$ cat config.mk
export PLATFORM = sky130hd
export DESIGN_NAME = spi_port
export DESIGN_NICKNAME = d
export VERILOG_FILES = /design/src/rtl/spi_port.sv
export SDC_FILE = /design/constraint.sdc
export NUM_CORES = 1
export LEC_CHECK = 0
export ABC_AREA = 1
export BUFFER_PORTS_ARGS = -buffer_cell sky130_fd_sc_hd__buf_4
export CAP_MARGIN = 15
export CORE_MARGIN = 5
export CORE_UTILIZATION = 58
export CTS_CLUSTER_DIAMETER = 40
export CTS_CLUSTER_SIZE = 8
export DETAILED_ROUTE_END_ITERATION = 7
export HOLD_SLACK_MARGIN = 0.03
export PLACE_DENSITY_LB_ADDON = 0.3
export SYNTH_ARGS = -nofsm -noshare
export SYNTH_HDL_FRONTEND = slang
export SYNTH_SLANG_ARGS = --single-unit
$ cat constraint.sdc
create_clock -name clk -period 2.6 [get_ports clk]
set_input_delay 0.26 -clock clk [delete_from_list [all_inputs] [get_ports clk]]
set_output_delay 0.26 -clock clk [all_outputs]
set_load 0.005 [all_outputs]
$ cat src/rtl/spi_port.sv
module spi_port #(
  parameter int W = 8
) (
  input  logic       clk,
  input  logic       rst_n,
  input  logic       reg_wr,
  input  logic       reg_rd,
  input  logic [1:0] reg_addr,
  input  logic [7:0] reg_wdata,
  output logic [7:0] reg_rdata,
  input  logic       tick_in,
  input  logic       irq_en,
  output logic       irq,
  input  logic       sdi,
  output logic       sdo,
  output logic       sdo_oe,
  input  logic       sel_in,
  output logic       sel_out,
  input  logic       sck_in,
  output logic       sck_out
);
  localparam int EW = $clog2(2 * W);

  logic [7:0]    ctrl;
  logic [W-1:0]  cmp, rxbuf, tx_sr, rx_sr;
  logic          busy, sck_r, sck_q;
  logic [2:0]    dcnt;
  logic [EW-1:0] ecnt;

  wire en = ctrl[0];
  wire mst = ctrl[7];
  wire cmp_en = ctrl[3];
  wire cpha = ctrl[5];
  wire avail = ctrl[4];

  wire wr_ctrl = reg_wr && reg_addr == 2'd0;
  wire wr_cmp  = reg_wr && reg_addr == 2'd1;
  wire wr_dat  = reg_wr && reg_addr == 2'd2;
  wire rd_dat  = reg_rd && reg_addr == 2'd2;

  wire [3:0] half_lim = (4'd1 << ctrl[2:1]) - 4'd1;
  wire m_pulse  = busy && mst && en && (ctrl[6] ? tick_in : 1'b1);
  wire m_edge   = m_pulse && ({1'b0, dcnt} == half_lim);
  wire m_sample = m_edge && !ecnt[0];
  wire m_drive  = m_edge && ecnt[0];
  wire m_last   = m_edge && (ecnt == EW'(2 * W - 1));

  wire s_act    = en && !mst && !sel_in;
  wire s_rise   = sck_in && !sck_q;
  wire s_fall   = !sck_in && sck_q;
  wire s_sample = s_act && (cpha ? s_fall : s_rise);
  wire s_drive  = s_act && (cpha ? s_rise : s_fall);
  wire s_done   = s_sample && (ecnt == EW'(W - 1));

  wire [W-1:0] new_byte  = {rx_sr[W-2:0], sdi};
  wire         done      = m_last || s_done;
  wire [W-1:0] done_byte = m_last ? rx_sr : new_byte;
  wire         accept    = done && (!cmp_en || done_byte == cmp);

  always_ff @(posedge clk or negedge rst_n) begin
    if (!rst_n) begin
      ctrl  <= '0;
      cmp   <= '0;
      rxbuf <= '0;
      tx_sr <= '0;
      rx_sr <= '0;
      busy  <= 1'b0;
      sck_r <= 1'b0;
      sck_q <= 1'b0;
      dcnt  <= '0;
      ecnt  <= '0;
    end else begin
      sck_q <= sck_in;

      if (wr_ctrl) begin
        ctrl[7:5] <= reg_wdata[7:5];
        ctrl[3:2] <= reg_wdata[3:2];
        ctrl[0]   <= reg_wdata[0];
        ctrl[1]   <= reg_wdata[7] ? reg_wdata[1] : (ctrl[1] && reg_wdata[1] && !ctrl[7]);
      end
      if (wr_cmp) cmp <= reg_wdata[W-1:0];
      if (rd_dat) ctrl[4] <= 1'b0;
      if (accept) begin
        rxbuf   <= done_byte;
        ctrl[4] <= 1'b1;
        if (!mst && avail && !rd_dat) ctrl[1] <= 1'b1;
      end

      if (s_sample || m_sample) rx_sr <= new_byte;
      if (s_drive || m_drive) tx_sr <= tx_sr << 1;

      if (wr_dat && !busy) begin
        tx_sr <= reg_wdata[W-1:0];
        if (mst && en) begin
          busy  <= 1'b1;
          dcnt  <= '0;
          ecnt  <= '0;
          sck_r <= cpha;
        end
      end

      if (mst) begin
        if (m_pulse) dcnt <= m_edge ? 3'd0 : dcnt + 3'd1;
        if (m_edge) begin
          sck_r <= !sck_r;
          ecnt  <= ecnt + EW'(1);
          if (m_last) begin
            busy <= 1'b0;
            ecnt <= '0;
          end
        end
      end else begin
        busy <= 1'b0;
        if (!s_act) ecnt <= '0;
        else if (s_sample) ecnt <= s_done ? '0 : ecnt + EW'(1);
      end

      if (!en) begin
        busy <= 1'b0;
        ecnt <= '0;
      end
    end
  end

  assign sel_out = !busy;
  assign sck_out = busy ? sck_r : cpha;
  assign sdo     = tx_sr[W-1];
  assign sdo_oe  = en && (mst || (!ctrl[2] && !sel_in));
  assign irq     = avail && irq_en;

  always_comb begin
    case (reg_addr)
      2'd0:    reg_rdata = ctrl;
      2'd1:    reg_rdata = 8'(cmp);
      2'd2:    reg_rdata = 8'(rxbuf);
      default: reg_rdata = 8'h00;
    endcase
  end
endmodule


==> impl_results.md, run 1 <==
- Status: finished clean
- ANT nets after route: 0
- Max Fclk: 434 MHz
- CP top delay family: simple AND/OR/NAND/NOR gates
- Yosys top cell by area: dfrtp_1
- Die Width: 80.1 um
- Gr ovfl total: 0
- DP HPWL: 5.28 mm
- Pwr/cell area: 724 nW/um2
- CP Max Fanout: 16
- Post-Syn Nets: 403
- WP data arrival: 2510 ps
- Sequential area share after synthesis: 0.439
- Max stage delay on crit path: 480 ps
- Fin crit share: 0.886
- Switching share of power: 0.362
- Clock sinks: 50
- Ant. Diodes: 0
- Post-CTS setup buffer count: 0
- Worst-Margin Slew: 617 ps
- Switching pwr: 856 uW
- Hold path start: sck_in
- Critical R2R Capture: rxbuf[3]
- Max_cap viols: 0
- WL final: 6.97 mm
- Setup Skew: 8.35 ps
- Die area: 6410 um2
- Prevailing post-synth register cell: dfrtp_1
- FFs w/ async S/R, synth: 1.00
- Worst path depth: 16
- GPL Wtd Cong: 0.867
- Syn Std Cell Area: 2850 um2
- # DRC: 0
- EDFF count, synth: 0
- Layout Nets: 439
- Fin Setup TNS: 0 ps
- RSZ-0062 raised after global routing: false
- Rel. slew slack: 0.589
- Largest net degree at the start of global routing: 51
- Yosys top cell area share: 0.439
- Placed Area: 3140 um2
- Synth area leaders: dfrtp_1 44%, nand2_1 16%, inv_1 6.2%
- Synth-to-layout area growth: 14.7%
- Final Critical Period: 2300 ps
- Clk Latency, worst-skew pair: 310 ps
- Vias per cell: 5.43
- CP bufs+invs: 1
- Crit path required time: 2810 ps
- Worst R2R Setup Slack: 300 ps
- Placeable Area: 4750 um2
- R2r startpoint: ctrl[2]
- Initial antenna violation count: 0
- Clk pwr share: 0.243
- Critical Path Start Type: register
- Io pins: 32
- Critical Path, Cell by Cell: inv_2 -> nand2_1 -> nand2_1 -> nand3_2 -> nor2_4 -> nand3_1 -> nand2_1 -> nand2_1 -> nand2_1 -> nand2_1 -> nor2_2 -> nand2_2 -> nand2_4 -> nand2_4 -> nand2_1 -> nand2_1
- Vias: 2,638
- Layout cells sized above 1: 0.153
- Final Hold Viols: 0
- Leakage dissipation: 1.65 nW
- Num rows: 25
- Internal power: 1.51 mW
- Hold EP: sck_q
- CP Capture Type: register
- Post_cts resized: 0
- Clock root buffer: clkbuf_8
- Final instance area: 3270 um2
- H-tree depth: 2
- Worst setup path class: register to register
- Yosys warns: 0
- Worst VDD drop: 451 uV
- CTS tree: done
- Synth cell types: 33
- Initial core utilization: 0.599
- Final max-slew violation count: 0
- Seq pwr share: 0.476
- HP Class: primary input to register
- Die H: 80.1 um
- GRT Util Overall: 0.241
- Initial DRC count: 294
- CTS clk-pin slew, worst paths: 100 ps
- Post-synthesis cell count: 382
- Fillers: 435
- First-pass GRT wire length: 12.0 mm
- Slowest CP cell: dfrtp_1
- Final setup viols: 0
- Comb power frac: 0.281
- Drt pass-1 iters: 8
- R2r worst-path depth: 16
- Port Buf Inserts: 31
- Worst hold stages: 1
- Critical path's most frequent cell: nand2_1
- #FFs+latches synth: 50
- Syn avg cell area: 7.46 um2
- Vias in the first global route: 2,518
- Max clock buf depth: 2
- Wirelength per Cell: 14.3 um
- Num CTS Buffers: 5
-- state kept, by name, summed over array words and instances (netlist names) --
register / cells
sck_r: 1
rxbuf: 8
dcnt: 3
busy: 1
sck_q: 1
ctrl: 8
ecnt: 4
tx_sr: 8
rx_sr: 8
cmp: 8
-- cells in the mapped netlist (2+ instances only) --
| cell type | instances |
|---|---|
| a21oi_1 | 11 |
| a31oi_1 | 8 |
| buf_4 | 2 |
| buf_6 | 3 |
| clkbuf_1 | 2 |
| dfrtp_1 | 50 |
| ha_1 | 2 |
| inv_1 | 47 |
| inv_2 | 2 |
| nand2_1 | 124 |
| nand2_2 | 3 |
| nand2_4 | 2 |
| nand3_1 | 35 |
| nand3_2 | 6 |
| nor2_1 | 27 |
| nor2_2 | 2 |
| nor2_4 | 2 |
| nor3_2 | 2 |
| o211ai_1 | 3 |
| o21ai_0 | 26 |
| o221ai_1 | 6 |
| o22ai_1 | 4 |
| o31ai_1 | 3 |
-- layout by cell type (no fill, tap or decap), types with 4 or more instances in the layout --
cell type / instances
o21ai_0: 26
o22ai_1: 4
nand3_2: 6
clkbuf_8: 5
inv_1: 47
a21oi_1: 11
a31oi_1: 8
nand3_1: 35
buf_4: 36
nand2_1: 124
dfrtp_1: 50
nor2_1: 27
o221ai_1: 6
-- timing repair --
action | CTS | global route
hold endpoints to repair | 50 | 0
setup endpoints to repair | 0 | 0
hold buffers | 1 | 0
-- final cells by class --
cell class / count / area (um2) / share of cell area
clock buffers: 5 / 68.8 / 0.0211
flip-flops and latches: 50 / 1250 / 0.383
multi-input cells: 274 / 1350 / 0.413
clock inverters: 3 / 47.5 / 0.0145
inverters: 50 / 188 / 0.0574
repair buffers: 37 / 280 / 0.0858
well taps: 67 / 83.8 / 0.0257
-- per-stage QoR --
stage / utilization / instances / setup WS [ps] / hold slack (ps) / total power, mW
floorplan: - / 382 / 668 / -35.6 / 1.56
finish: 0.687 / 486 / 297 / 73.4 / 2.37
detailed placement: 0.661 / 477 / 359 / 319 / 1.79
global placement: 0.661 / 477 / 416 / 315 / 1.76
global route: 0.687 / 486 / 63.4 / 66.2 / 2.54
CTS: 0.687 / 486 / 325 / 69.5 / 2.36
-- power by group through the flow --
stage	sequential [mW]	clock [mW]	combinational, mW
floorplan	1.08	0	0.480
global placement	1.13	0	0.635
detailed placement	1.13	0	0.657
CTS	1.12	0.580	0.663
global route	1.15	0.613	0.771
finish	1.13	0.574	0.666
-- how the worst max path moves through the flow --
stage	start	end	slack (ps)
final	ctrl[2]	rxbuf[3]	300
after global routing	ctrl[2]	rxbuf[3]	60
after CTS	ctrl[2]	rxbuf[3]	330
after detailed placement	ctrl[2]	rxbuf[3]	360
after global placement	ctrl[2]	rxbuf[1]	420
after floorplan	ecnt[0]	rxbuf[0]	670
-- logic make-up (layout without fill, tap and decap cells) --
group	after synthesis	after routing	share of synthesized area
DFF	50	50	0.439
and+or+nand+nor	205	205	0.320
xor gates and xnor gates	2	2	0.00615
AOI/OAI and AO/OA	65	65	0.139
buffers and inverters	58	95	0.0874
adders and majority gates	2	2	0.00878
-- per-layer routing --
| layer | track usage | vias up | routed length (um) |
|---|---|---|---|
| met2 | 0.380 | 90 | 3190 |
| li1 | - | 1319 | - |
| met4 | 0.0591 | 0 | 108 |
| met5 | 0 | - | 0 |
| met1 | 0.335 | 1217 | 3180 |
| met3 | 0.0594 | 12 | 480 |
(Power assumes the default switching activity.)
==> inputs of run 2 (changes only) <==
- ABC_AREA: 1 -> unset
==> impl_results.md, run 2 <==
- Die area: 6320 um2
- Final Hold Viols: 0
- Initial DRC count: 146
- Worst-Margin Slew: 662 ps
- Vias per cell: 6.06
- First-pass GRT wire length: 11.0 mm
- FFs w/ async S/R, synth: 1.00
- Max_cap viols: 0
- Ant. Diodes: 0
- Syn avg cell area: 10.5 um2
- Worst setup path class: register to register
- Post-synthesis cell count: 268
- #FFs+latches synth: 50
- Max stage delay on crit path: 400 ps
- Initial antenna violation count: 0
- Slowest CP cell: or3_4
- Yosys warns: 0
- Synth-to-layout area growth: 18.0%
- Yosys top cell area share: 0.447
- H-tree depth: 2
- Die Width: 79.5 um
- Commonest non-fill, non-tap cell in the layout: dfrtp_1
- Port Buf Inserts: 31
- Top cells by count, synth: 50 x dfrtp_1, 37 x o21ai_0, 33 x mux2_2
- Global Route met3 Usage: 0.0440
- Met1 usage: 0.292
- Drt pass-1 iters: 4
- Layout cells sized above 1: 0.308
- Syn Std Cell Area: 2800 um2
- RSZ-0062 raised after global routing: false
- ANT nets after route: 0
- Die H: 79.5 um
- CP Capture Type: register
- GRT Util Overall: 0.229
- Rel. slew slack: 0.558
- WP data arrival: 2620 ps
- Clock sinks: 50
- Count leader, synth: dfrtp_1
- Sequential area share after synthesis: 0.447
- Pwr/cell area: 668 nW/um2
- Status: finished clean
- CTS tree: done
- Most frequent cells in the layout: 50 x dfrtp_1, 45 x buf_4, 37 x o21ai_0
- HP Class: primary input to register
- Post-route non-filler standard cell count: 369
- Synth area leaders: dfrtp_1 45%, mux2_2 13%, o21ai_0 6.6%
- Fin crit share: 0.932
- Largest net degree at the start of global routing: 51
- Crit path required time: 2800 ps
- Initial core utilization: 0.597
- Leakage dissipation: 1.51 nW
- Clock root buffer: clkbuf_8
- Synth cell types: 45
- CP bufs+invs: 1
- Io pins: 32
- Setup Skew: 5.49 ps
- Prevailing post-synth register cell: dfrtp_1
- WL final: 6.66 mm
- Critical Path Start Type: register
- CP Max Fanout: 9
- EDFF count, synth: 0
- Layout Nets: 335
- Critical Path, Cell by Cell: or3_4 -> a211oi_4 -> nand3_4 -> mux2i_4 -> a221oi_4 -> buf_12 -> mux2_2
- Final Critical Period: 2420 ps
- Worst VDD drop: 472 uV
- Post-Syn Nets: 289
- Max Fclk: 412 MHz
- Placed insts: 359
- Post_cts resized: 0
- Clk Latency, worst-skew pair: 310 ps
- DP HPWL: 4.90 mm
- Gr ovfl total: 0
- Global Route met2 Usage: 0.381
- Wirelength per Cell: 18.0 um
- # DRC: 0
- Final setup viols: 0
- Global route hottest layer: met2
- Placeable Area: 4690 um2
- Vias in the first global route: 2,282
- CP top delay family: compound AO/OA/AOI/OAI gates
- Vias: 2,237
- Fin Setup TNS: 0 ps
- Max clock buf depth: 2
- Num CTS Buffers: 5
- GPL Wtd Cong: 0.850
- Num rows: 25
- CTS clk-pin slew, worst paths: 100 ps
- Yosys top cell by area: dfrtp_1
- Final max-slew violation count: 0
==> run 2: cell count changes after synthesis, sizes merged, moves of 7 or more <==
| cell | change |
|---|---|
| xnor2 | +10 |
| nand3 | -34 |
| nand2 | -98 |
| mux2 | +33 |
| o21ai | +13 |
| inv | -42 |
| nor2 | -26 |
| mux2i | +17 |
| a31oi | -7 |
==> run 2: where the power goes <==
| group | internal (mW) | leakage [nW] | switching (mW) |
|---|---|---|---|
| Clock | 0.220 | 0.0489 | 0.268 |
| Sequential | 0.920 | 0.641 | 0.192 |
| Combinational | 0.327 | 0.824 | 0.279 |
| Total | 1.47 | 1.51 | 0.739 |
==> run 2: stage by stage <==
step	hold slack, ps	setup WS (ps)	instance area [um2]	power (mW)	util
global route	87.0	106	3310	2.33	0.705
detailed placement	323	101	3180	1.72	0.678
floorplan	-35.6	55.4	2810	1.47	-
global placement	322	143	3180	1.69	0.678
CTS	78.7	85.2	3290	2.21	0.700
finish	81.7	176	3310	2.21	0.705
==> run 2: cell type report <==
cell class	instances	area (um2)
multi-input combinational	203	1500
fill	352	1390
sequential	50	1250
timing repair buffer	47	368
clock buffer	7	86.3
tap	54	67.6
inverter	7	26.3
clock inverter	1	8.76
==> run 2: routing by layer <==
layer / vias up / wire (um)
met1: 1103 / 2890
li1: 1053 / -
met5: - / 0
met4: 0 / 61
met3: 4 / 366
met2: 77 / 3350
==> run 2: worst reg2reg max path: cells and delay by family, from the launching register on <==
| family | cells | cell delay [ps] |
|---|---|---|
| flops | 1 | 390 |
| compound gates | 2 | 670 |
| simple gates | 2 | 530 |
| mux | 2 | 560 |
| buf+inv | 1 | 170 |
==> run 2: final timing paths <==
check | from | endpoint | slack, ps | cells past startpoint
max in group asynchronous | rst_n | rxbuf[5] | 1660 | 2
worst max register to register | ctrl[2] | rxbuf[3] | 180 | 7
worst min-delay path | sck_in | sck_q | 80 | 1
worst max-delay path | ctrl[2] | rxbuf[3] | 180 | 7
worst min register to register | rxbuf[0] | rxbuf[0] | 530 | 1
min in group asynchronous | rst_n | dcnt[2] | 510 | 2
==> run 2: what timing repair did <==
action / in CTS / in global routing
hold buffers: 1 / 0
buffers inserted: 0 / 1
hold endpoints to repair: 50 / 0
endpoints found under the setup margin: 0 / 7
==> run 2: cells by family (layout without fill, tap and decap cells) <==
| logic type | count (synthesis) | count (layout) | synth area share |
|---|---|---|---|
| flops | 50 | 50 | 0.447 |
| buf+inv | 15 | 62 | 0.0214 |
| fa+ha+maj | 2 | 2 | 0.00893 |
| simple gates | 72 | 72 | 0.136 |
| mux | 50 | 50 | 0.198 |
| compound gates | 64 | 64 | 0.142 |
| xor+xnor | 15 | 15 | 0.0469 |
